===== config.mk =====
export PLATFORM = sky130hd
export DESIGN_NAME = cache_pipe_arbiter
export DESIGN_NICKNAME = d
export VERILOG_FILES = /design/src/rtl/cpa_pkg.sv /design/src/rtl/cpa_prio_pick.sv /design/src/rtl/cpa_set_hazard.sv /design/src/rtl/cpa_stage_track.sv /design/src/rtl/cache_pipe_arbiter.sv
export SDC_FILE = /design/constraint.sdc
export NUM_CORES = 1
export LEC_CHECK = 0
export BUFFER_PORTS_ARGS = -buffer_cell sky130_fd_sc_hd__clkbuf_2
export CORE_ASPECT_RATIO = 2
export CORE_MARGIN = 2
export CORE_UTILIZATION = 40
export DETAILED_ROUTE_END_ITERATION = 8
export GPL_TIMING_DRIVEN = 0
export PLACE_DENSITY = 0.69
export SYNTH_ARGS = -nofsm -noshare
export SYNTH_HDL_FRONTEND = slang
export SYNTH_SLANG_ARGS = --single-unit

===== constraint.sdc =====
create_clock -name clk -period 4.95 [get_ports clk]
set_input_delay 0.495 -clock clk [delete_from_list [all_inputs] [get_ports clk]]
set_output_delay 0.495 -clock clk [all_outputs]
set_load 0.05 [all_outputs]

===== src/rtl/cpa_pkg.sv =====
package cpa_pkg;
  localparam int SRC_N      = 4;
  localparam int SRC_PROBE  = 0;
  localparam int SRC_REFILL = 1;
  localparam int SRC_STORE  = 2;
  localparam int SRC_AMO    = 3;
  localparam logic [SRC_N-1:0] STORE_MASK = 4'b0100;
endpackage


===== src/rtl/cpa_prio_pick.sv =====
module cpa_prio_pick #(
  parameter int N = 4
) (
  input  logic [N-1:0] req,
  output logic [N-1:0] pick
);
  // lowest index wins
  always_comb begin
    logic found;
    found = 1'b0;
    pick  = '0;
    for (int i = 0; i < N; i++) begin
      if (req[i] && !found) begin
        pick[i] = 1'b1;
        found   = 1'b1;
      end
    end
  end
endmodule


===== src/rtl/cpa_set_hazard.sv =====
module cpa_set_hazard #(
  parameter int IDX_W  = 6,
  parameter int STAGES = 3
) (
  input  logic [IDX_W-1:0]        cand_idx,
  input  logic [STAGES-1:0]       stg_valid,
  input  logic [STAGES*IDX_W-1:0] stg_idx,
  output logic                    conflict
);
  logic [STAGES-1:0] hit;

  for (genvar g = 0; g < STAGES; g++) begin : g_cmp
    assign hit[g] = stg_valid[g] && (stg_idx[g*IDX_W +: IDX_W] == cand_idx);
  end

  assign conflict = |hit;
endmodule


===== src/rtl/cpa_stage_track.sv =====
module cpa_stage_track #(
  parameter int IDX_W  = 6,
  parameter int STAGES = 3
) (
  input  logic                    clk,
  input  logic                    rst_n,
  input  logic                    load,
  input  logic [IDX_W-1:0]        load_idx,
  input  logic [STAGES-1:0]       hold,
  output logic                    can_take,
  output logic [STAGES-1:0]       valid,
  output logic [STAGES*IDX_W-1:0] idx_flat
);
  logic [STAGES-1:0] move;
  logic [IDX_W-1:0]  idx_q [STAGES];

  // walk from the last stage back so each stage sees whether its successor frees up
  always_comb begin
    logic nxt_free;
    nxt_free = 1'b1;
    move     = '0;
    for (int k = STAGES - 1; k >= 0; k--) begin
      move[k]  = valid[k] && !hold[k] && nxt_free;
      nxt_free = !valid[k] || move[k];
    end
    can_take = nxt_free;
  end

  for (genvar g = 0; g < STAGES; g++) begin : g_stg
    logic             fill;
    logic [IDX_W-1:0] fill_idx;
    if (g == 0) begin : g_head
      assign fill     = load;
      assign fill_idx = load_idx;
    end else begin : g_body
      assign fill     = move[g-1];
      assign fill_idx = idx_q[g-1];
    end

    always_ff @(posedge clk) begin
      if (!rst_n) begin
        valid[g] <= 1'b0;
        idx_q[g] <= '0;
      end else begin
        if (fill) begin
          valid[g] <= 1'b1;
          idx_q[g] <= fill_idx;
        end else if (move[g]) begin
          valid[g] <= 1'b0;
        end
      end
    end

    assign idx_flat[g*IDX_W +: IDX_W] = idx_q[g];

    // a held stage keeps its content
    assert_stage_hold_R8: assert property (@(posedge clk) disable iff (!rst_n)
      (valid[g] && hold[g]) |=> (valid[g] && $stable(idx_q[g])));
  end

  // accepted index lands in s1 next cycle
  assert_s1_load_R8: assert property (@(posedge clk) disable iff (!rst_n)
    load |=> (valid[0] && idx_q[0] == $past(load_idx)));

  // never load into an occupied, non-draining s1
  assert_no_overwrite_R6: assert property (@(posedge clk) disable iff (!rst_n)
    load |-> (!valid[0] || move[0]));
endmodule


===== src/rtl/cache_pipe_arbiter.sv =====
module cache_pipe_arbiter
  import cpa_pkg::*;
#(
  parameter int IDX_W        = 6,
  parameter int LATER_STAGES = 3
) (
  input  logic                          clk,
  input  logic                          rst_n,
  input  logic                          probe_valid,
  input  logic [IDX_W-1:0]              probe_idx,
  output logic                          probe_ready,
  input  logic                          refill_valid,
  input  logic [IDX_W-1:0]              refill_idx,
  output logic                          refill_ready,
  input  logic                          store_valid,
  input  logic [IDX_W-1:0]              store_idx,
  output logic                          store_ready,
  input  logic                          amo_valid,
  input  logic [IDX_W-1:0]              amo_idx,
  output logic                          amo_ready,
  input  logic                          shared_res_ok,
  input  logic                          store_res_ok,
  input  logic                          meta_wr_busy,
  input  logic [LATER_STAGES-1:0]       stg_hold,
  output logic                          lookup_en,
  output logic [IDX_W-1:0]              lookup_idx,
  output logic [LATER_STAGES-1:0]       stg_valid,
  output logic [LATER_STAGES*IDX_W-1:0] stg_idx
);
  logic [SRC_N-1:0] req_v;
  logic [IDX_W-1:0] req_idx [SRC_N];
  logic [SRC_N-1:0] cand_oh;
  logic [SRC_N-1:0] grant;
  logic [IDX_W-1:0] cand_idx;
  logic             conflict;
  logic             s1_take;
  logic             path_clear;
  logic             store_go;
  logic             shared_go;

  assign req_v = {amo_valid, store_valid, refill_valid, probe_valid};
  assign req_idx[SRC_PROBE]  = probe_idx;
  assign req_idx[SRC_REFILL] = refill_idx;
  assign req_idx[SRC_STORE]  = store_idx;
  assign req_idx[SRC_AMO]    = amo_idx;

  cpa_prio_pick #(.N(SRC_N)) u_pick (
    .req  (req_v),
    .pick (cand_oh)
  );

  always_comb begin
    cand_idx = '0;
    for (int i = 0; i < SRC_N; i++) begin
      if (cand_oh[i]) cand_idx = req_idx[i];
    end
  end

  cpa_set_hazard #(.IDX_W(IDX_W), .STAGES(LATER_STAGES)) u_hazard (
    .cand_idx  (cand_idx),
    .stg_valid (stg_valid),
    .stg_idx   (stg_idx),
    .conflict  (conflict)
  );

  // common conditions; resource readiness splits into two paths below
  assign path_clear = rst_n && !conflict && !meta_wr_busy && s1_take;

  // committed stores: own readiness path
  assign store_go  = cand_oh[SRC_STORE] && store_res_ok && path_clear;
  // probe, refill, atomic: shared readiness path
  assign shared_go = ((cand_oh & ~STORE_MASK) != '0) && shared_res_ok && path_clear;

  assign grant = (store_go || shared_go) ? cand_oh : '0;

  assign probe_ready  = grant[SRC_PROBE];
  assign refill_ready = grant[SRC_REFILL];
  assign store_ready  = grant[SRC_STORE];
  assign amo_ready    = grant[SRC_AMO];
  assign lookup_en    = |grant;
  assign lookup_idx   = cand_idx;

  cpa_stage_track #(.IDX_W(IDX_W), .STAGES(LATER_STAGES)) u_track (
    .clk      (clk),
    .rst_n    (rst_n),
    .load     (lookup_en),
    .load_idx (cand_idx),
    .hold     (stg_hold),
    .can_take (s1_take),
    .valid    (stg_valid),
    .idx_flat (stg_idx)
  );

  // one grant at most, only to a requester
  assert_grant_onehot_R2: assert property (@(posedge clk) disable iff (!rst_n)
    $onehot0(grant));
  assert_grant_has_valid_R2: assert property (@(posedge clk) disable iff (!rst_n)
    (grant & ~req_v) == '0);

  // a pending probe shuts out all lower sources
  assert_probe_first_R1: assert property (@(posedge clk) disable iff (!rst_n)
    probe_valid |-> !(refill_ready || store_ready || amo_ready));

  // each path honours its own readiness input
  assert_store_gate_R3: assert property (@(posedge clk) disable iff (!rst_n)
    store_ready |-> store_res_ok);
  assert_shared_gate_R3: assert property (@(posedge clk) disable iff (!rst_n)
    (probe_ready || refill_ready || amo_ready) |-> shared_res_ok);

  // meta write blocks admission
  assert_meta_busy_R5: assert property (@(posedge clk) disable iff (!rst_n)
    meta_wr_busy |-> !lookup_en);

  // no accepted index equals a valid later stage
  for (genvar g = 0; g < LATER_STAGES; g++) begin : g_chk
    assert_no_set_clash_R4: assert property (@(posedge clk) disable iff (!rst_n)
      (lookup_en && stg_valid[g]) |-> (stg_idx[g*IDX_W +: IDX_W] != lookup_idx));
  end
endmodule


==> results.md <==
Global routing:
- Entering global routing, the biggest net connects 12 pins.
- The initial antenna violation count is 0.
- The number of global-route vias before repair is 1391.
- The overall routing resource usage is between 10% and 20%.
- The global-route wire length before repair is between 6000 and 7000 µm.
- Global routing finished with a remaining overflow of 0.

Critical path:
- At the worst endpoint, the arrival time is 2.76 ns.
- The critical path starts at amo_valid.
- The startpoint of the worst register-to-register path is u_track.valid[2].
- The endpoint kind of the worst setup timing path is an output pin.
- The critical path launch point type is an input port.
- STA puts the critical path data required time at 4.45 ns.
- The worst setup path is of the in2out kind.
- Of all nets on the critical path, the largest fanout is 10.

Drt:
- The count of nets left with antenna violations once routing finished came out at 0.
- The first TritonRoute pass finished after 4 iterations.
- The final routed wirelength across all metal layers is slightly below 4000 µm.
- The violation count after the first detailed-route iteration is 44.
- The final routed wire length divided by cell count is 13.41 µm.
- The post-route DRC violation count is 0.
- Using the TritonRoute via totals, the vias-per-cell ratio works out to 5.184.
- The overall via count from detail_route is 1493.

Place:
- After detailed placement, the total cell area comes to approximately 1900 µm².
- Detailed placement finished with a half-perimeter wire length of approximately 3200 µm.
- The worst slack after detailed placement is 1.671 ns.
- The placer congestion estimate is 0.8432.
- The number of buffers inserted by port buffering is 67.

Final layout:
- For this run, the post-layout net count is 274.
- The number of antenna diodes in the final layout is 0.
- The multi-input gate area in the final layout is around 850 µm².
- Relative to the synthesized area, the layout overhead comes to 28.77%.
- The sequential cell area in the final layout is 600.6 µm².
- The share of post-route cells with drive strength above 1 is 36.29%.
- The design area is just under 2000 µm².
- The filler cells instantiated in the layout total 399.

Clock tree:
- The clock sink count is 21.
- The number of cells upsized or downsized after cts is 0.
- CTS placed an instance of sky130_fd_sc_hd__clkbuf_8 at the clock tree root.
- TritonCTS built the clock tree.
- The number of buffers added to fix hold violations after cts is 0.
- The CTS clock-pin slew for the worst setup and hold paths is 0.07 ns.
- Clock tree synthesis inserted a total of 3 buffers.
- The source-to-sink clock delay at the later pin of the worst-skew pair is between 0.2 and 0.3 ns.
- The number of buffers inserted by post-CTS setup repair is 0.
- In this run the number of H-tree levels came out at 1.
- The longest clock path from root to sink contains 2 buffers.

Floorplan:
- The initialized floorplan defines 32 standard-cell rows.
- The height of the chip is 91.86 µm.
- The I/O pin count is 68.
- The total core area is 3764 µm².
- The floorplan step defined a die boundary enclosing ~4400 µm².
- The horizontal die dimension is 47.93 µm.
- Once the floorplan was initialized, standard cells occupied between 40% and 50% of the core.

Logic synthesis:
- The number of nets in the synthesized netlist is 202.
- The count of mapped cells out of synthesis is 166.
- The largest family of logic cells by synthesized area is simple AND/OR/NAND/NOR gates.
- The synthesized-area fraction occupied by ao, oa, aoi and oai cells is 16.37%.
- The fraction of the mapped netlist area in adder cells is 0%.
- The synthesized netlist contains 45 unique library cells.
- The total of warnings raised by yosys is 0.
- Yosys mapped a number of flops with a built-in enable equal to 18.
- The async set-or-reset flop fraction in the synthesized netlist is 0%.
- The commonest register cell after synthesis is sky130_fd_sc_hd__edfxtp_1.
- In this run the mean area of a mapped cell was roughly 9.3 µm².
- In this run the cell area of the synthesized design comes to 1544 µm².
- After Yosys synthesis, XOR and XNOR cells account for around 5.1% of the synthesized area.
- The proportion of synthesized chip area in sequential cells is 38.90%.
- After synthesis, the share of cell area in mux cells is 1.945%.
- The simple-gate portion of the synthesized area is roughly a third.
- The synthesized design contains 21 register bits.

Timing:
- The max-slew headroom at the worst pin is approximately half.
- The final-report hold violation count came to 0.
- Setup repair after global routing left no endpoint under its margin.
- Derived from the worst setup path, the maximum achievable clock frequency is between 300 and 400 MHz.
- The final number of max-transition violations is 0.
- Across all setup checks in the final design, the least slack found is 1.696 ns.
- The summed negative setup slack over all endpoints is 0 ns.
- The share of the clock period used by the worst path after layout is roughly two thirds.
- The number of setup violations in the final report is 0.
- The worst-margin pin slew is 0.7301 ns.
- The smallest clock period supported by the final layout is computed as approximately 3.3 ns.
- The worst setup skew after layout is 0.005603 ns.

Min path:
- The worst hold path belongs to the class in2reg.
- The startpoint identified for the worst hold timing path is stg_hold[0].

Run:
- The total of max-cap violations is 0.

Pwr:
- For this design the ratio of total power to cell area is approximately 240 nW/µm².
- The worst-case IR drop observed on VDD is roughly 0.13 mV.
- In this run the static leakage power is 0.0008857 µW.

Status:
- The flow ran to the end, and the final reports show no timing, DRC or antenna violations.
-- placed cells by master, fill, tap and decap left out, types with 5 or more instances in the layout --
cell	synthesis	routed
sky130_fd_sc_hd__nand2_1	16	16
sky130_fd_sc_hd__nor2_1	15	15
sky130_fd_sc_hd__o21ai_0	6	6
sky130_fd_sc_hd__xnor2_1	6	6
sky130_fd_sc_hd__edfxtp_1	18	18
sky130_fd_sc_hd__nor2b_1	6	6
sky130_fd_sc_hd__clkbuf_2	0	67
sky130_fd_sc_hd__inv_1	7	7
sky130_fd_sc_hd__nand2b_1	6	6
sky130_fd_sc_hd__nor3_1	5	5
sky130_fd_sc_hd__and2_1	11	11
sky130_fd_sc_hd__nand3_1	8	8
-- final timing paths --
path	endpoint	cells past startpoint	slack [ns]
min reg2reg	u_track.valid[0]	2	0.52
max reg2reg	u_track.idx_q[0][3]	8	2.61
min	u_track.valid[1]	3	0.51
max	refill_ready	10	1.70
-- registers in the layout, summed over array words and instances (netlist names) --
signal / count
u_track.idx_q: 18
u_track.valid: 3
-- routing by layer --
layer  track usage [%]  vias up  wire [µm]
li1                  -      744          -
met1             25.41      679       1598
met2             30.11       63       1967
met3             3.150        7        224
met4             6.081        0         73
met5                 0        -          0
-- logic make-up after synthesis --
kind of cell              Yosys count
DFF                                21
AOI/OAI and AO/OA                  32
muxes                               3
and+or+nand+nor                    84
buffers and inverters              17
xor gates and xnor gates            9
-- stage by stage --
step                instances  util, %  total power [µW]  hold slack, ns
floorplan                 166        -             329.3          0.6333
global placement          284    51.63             372.6          0.5046
detailed placement        284    51.63             375.4          0.5047
CTS                       288    52.83             483.6          0.5165
global route              288    52.83             504.2          0.5408
finish                    288    52.83             483.8          0.5102
-- area by class of cell --
class | instances | area share, %
Timing Repair Buffer | 67 | 16.87
Inverter | 10 | 1.888
Buffer | 7 | 2.580
Multi-Input combinational cell | 128 | 42.98
Tap cell | 51 | 3.210
Sequential cell | 21 | 30.21
Clock buffer | 4 | 2.266
-- report_power, final --
part	switching (µW)	internal, µW	leakage (µW)
Sequential	8.98	203	0.000212
Combinational	108	50.9	0.000651
Clock	55.8	57.5	0.0000228
-- cell usage after synthesis, types with 2 or more instances --
| master | n | area, µm² |
|---|---|---|
| sky130_fd_sc_hd__edfxtp_1 | 18 | 540.5 |
| sky130_fd_sc_hd__nand2_1 | 16 | 60.06 |
| sky130_fd_sc_hd__nor2_1 | 15 | 56.30 |
| sky130_fd_sc_hd__and2_1 | 11 | 68.82 |
| sky130_fd_sc_hd__nand3_1 | 8 | 40.04 |
| sky130_fd_sc_hd__inv_1 | 7 | 26.28 |
| sky130_fd_sc_hd__nand2b_1 | 6 | 37.54 |
| sky130_fd_sc_hd__nor2b_1 | 6 | 37.54 |
| sky130_fd_sc_hd__o21ai_0 | 6 | 30.03 |
| sky130_fd_sc_hd__xnor2_1 | 6 | 52.55 |
| sky130_fd_sc_hd__nor3_1 | 5 | 25.02 |
| sky130_fd_sc_hd__a211oi_1 | 3 | 22.52 |
| sky130_fd_sc_hd__a21o_1 | 3 | 22.52 |
| sky130_fd_sc_hd__a21oi_1 | 3 | 15.01 |
| sky130_fd_sc_hd__a22oi_1 | 3 | 22.52 |
| sky130_fd_sc_hd__and4b_1 | 3 | 30.03 |
| sky130_fd_sc_hd__dfxtp_1 | 3 | 60.06 |
| sky130_fd_sc_hd__inv_2 | 3 | 11.26 |
| sky130_fd_sc_hd__mux2i_1 | 3 | 30.03 |
| sky130_fd_sc_hd__nand4_1 | 3 | 18.77 |
| sky130_fd_sc_hd__nor4b_1 | 3 | 26.28 |
| sky130_fd_sc_hd__o2111a_1 | 3 | 33.78 |
| sky130_fd_sc_hd__xor2_1 | 3 | 26.28 |
| sky130_fd_sc_hd__buf_2 | 2 | 10.01 |
| sky130_fd_sc_hd__buf_4 | 2 | 15.01 |
| sky130_fd_sc_hd__buf_6 | 2 | 22.52 |
| sky130_fd_sc_hd__nand3b_1 | 2 | 15.01 |
-- critical path, cell delays in order --
cell                        delay [ns]
sky130_fd_sc_hd__clkbuf_2         0.11
sky130_fd_sc_hd__nor2b_1          0.19
sky130_fd_sc_hd__a221oi_1         0.26
sky130_fd_sc_hd__a2bb2oi_1        0.64
sky130_fd_sc_hd__xor2_1           0.14
sky130_fd_sc_hd__nand4_1          0.20
sky130_fd_sc_hd__nand4b_2         0.18
sky130_fd_sc_hd__buf_6            0.18
sky130_fd_sc_hd__nor2_1           0.08
sky130_fd_sc_hd__clkbuf_2         0.28
(Power assumes the default switching activity.)
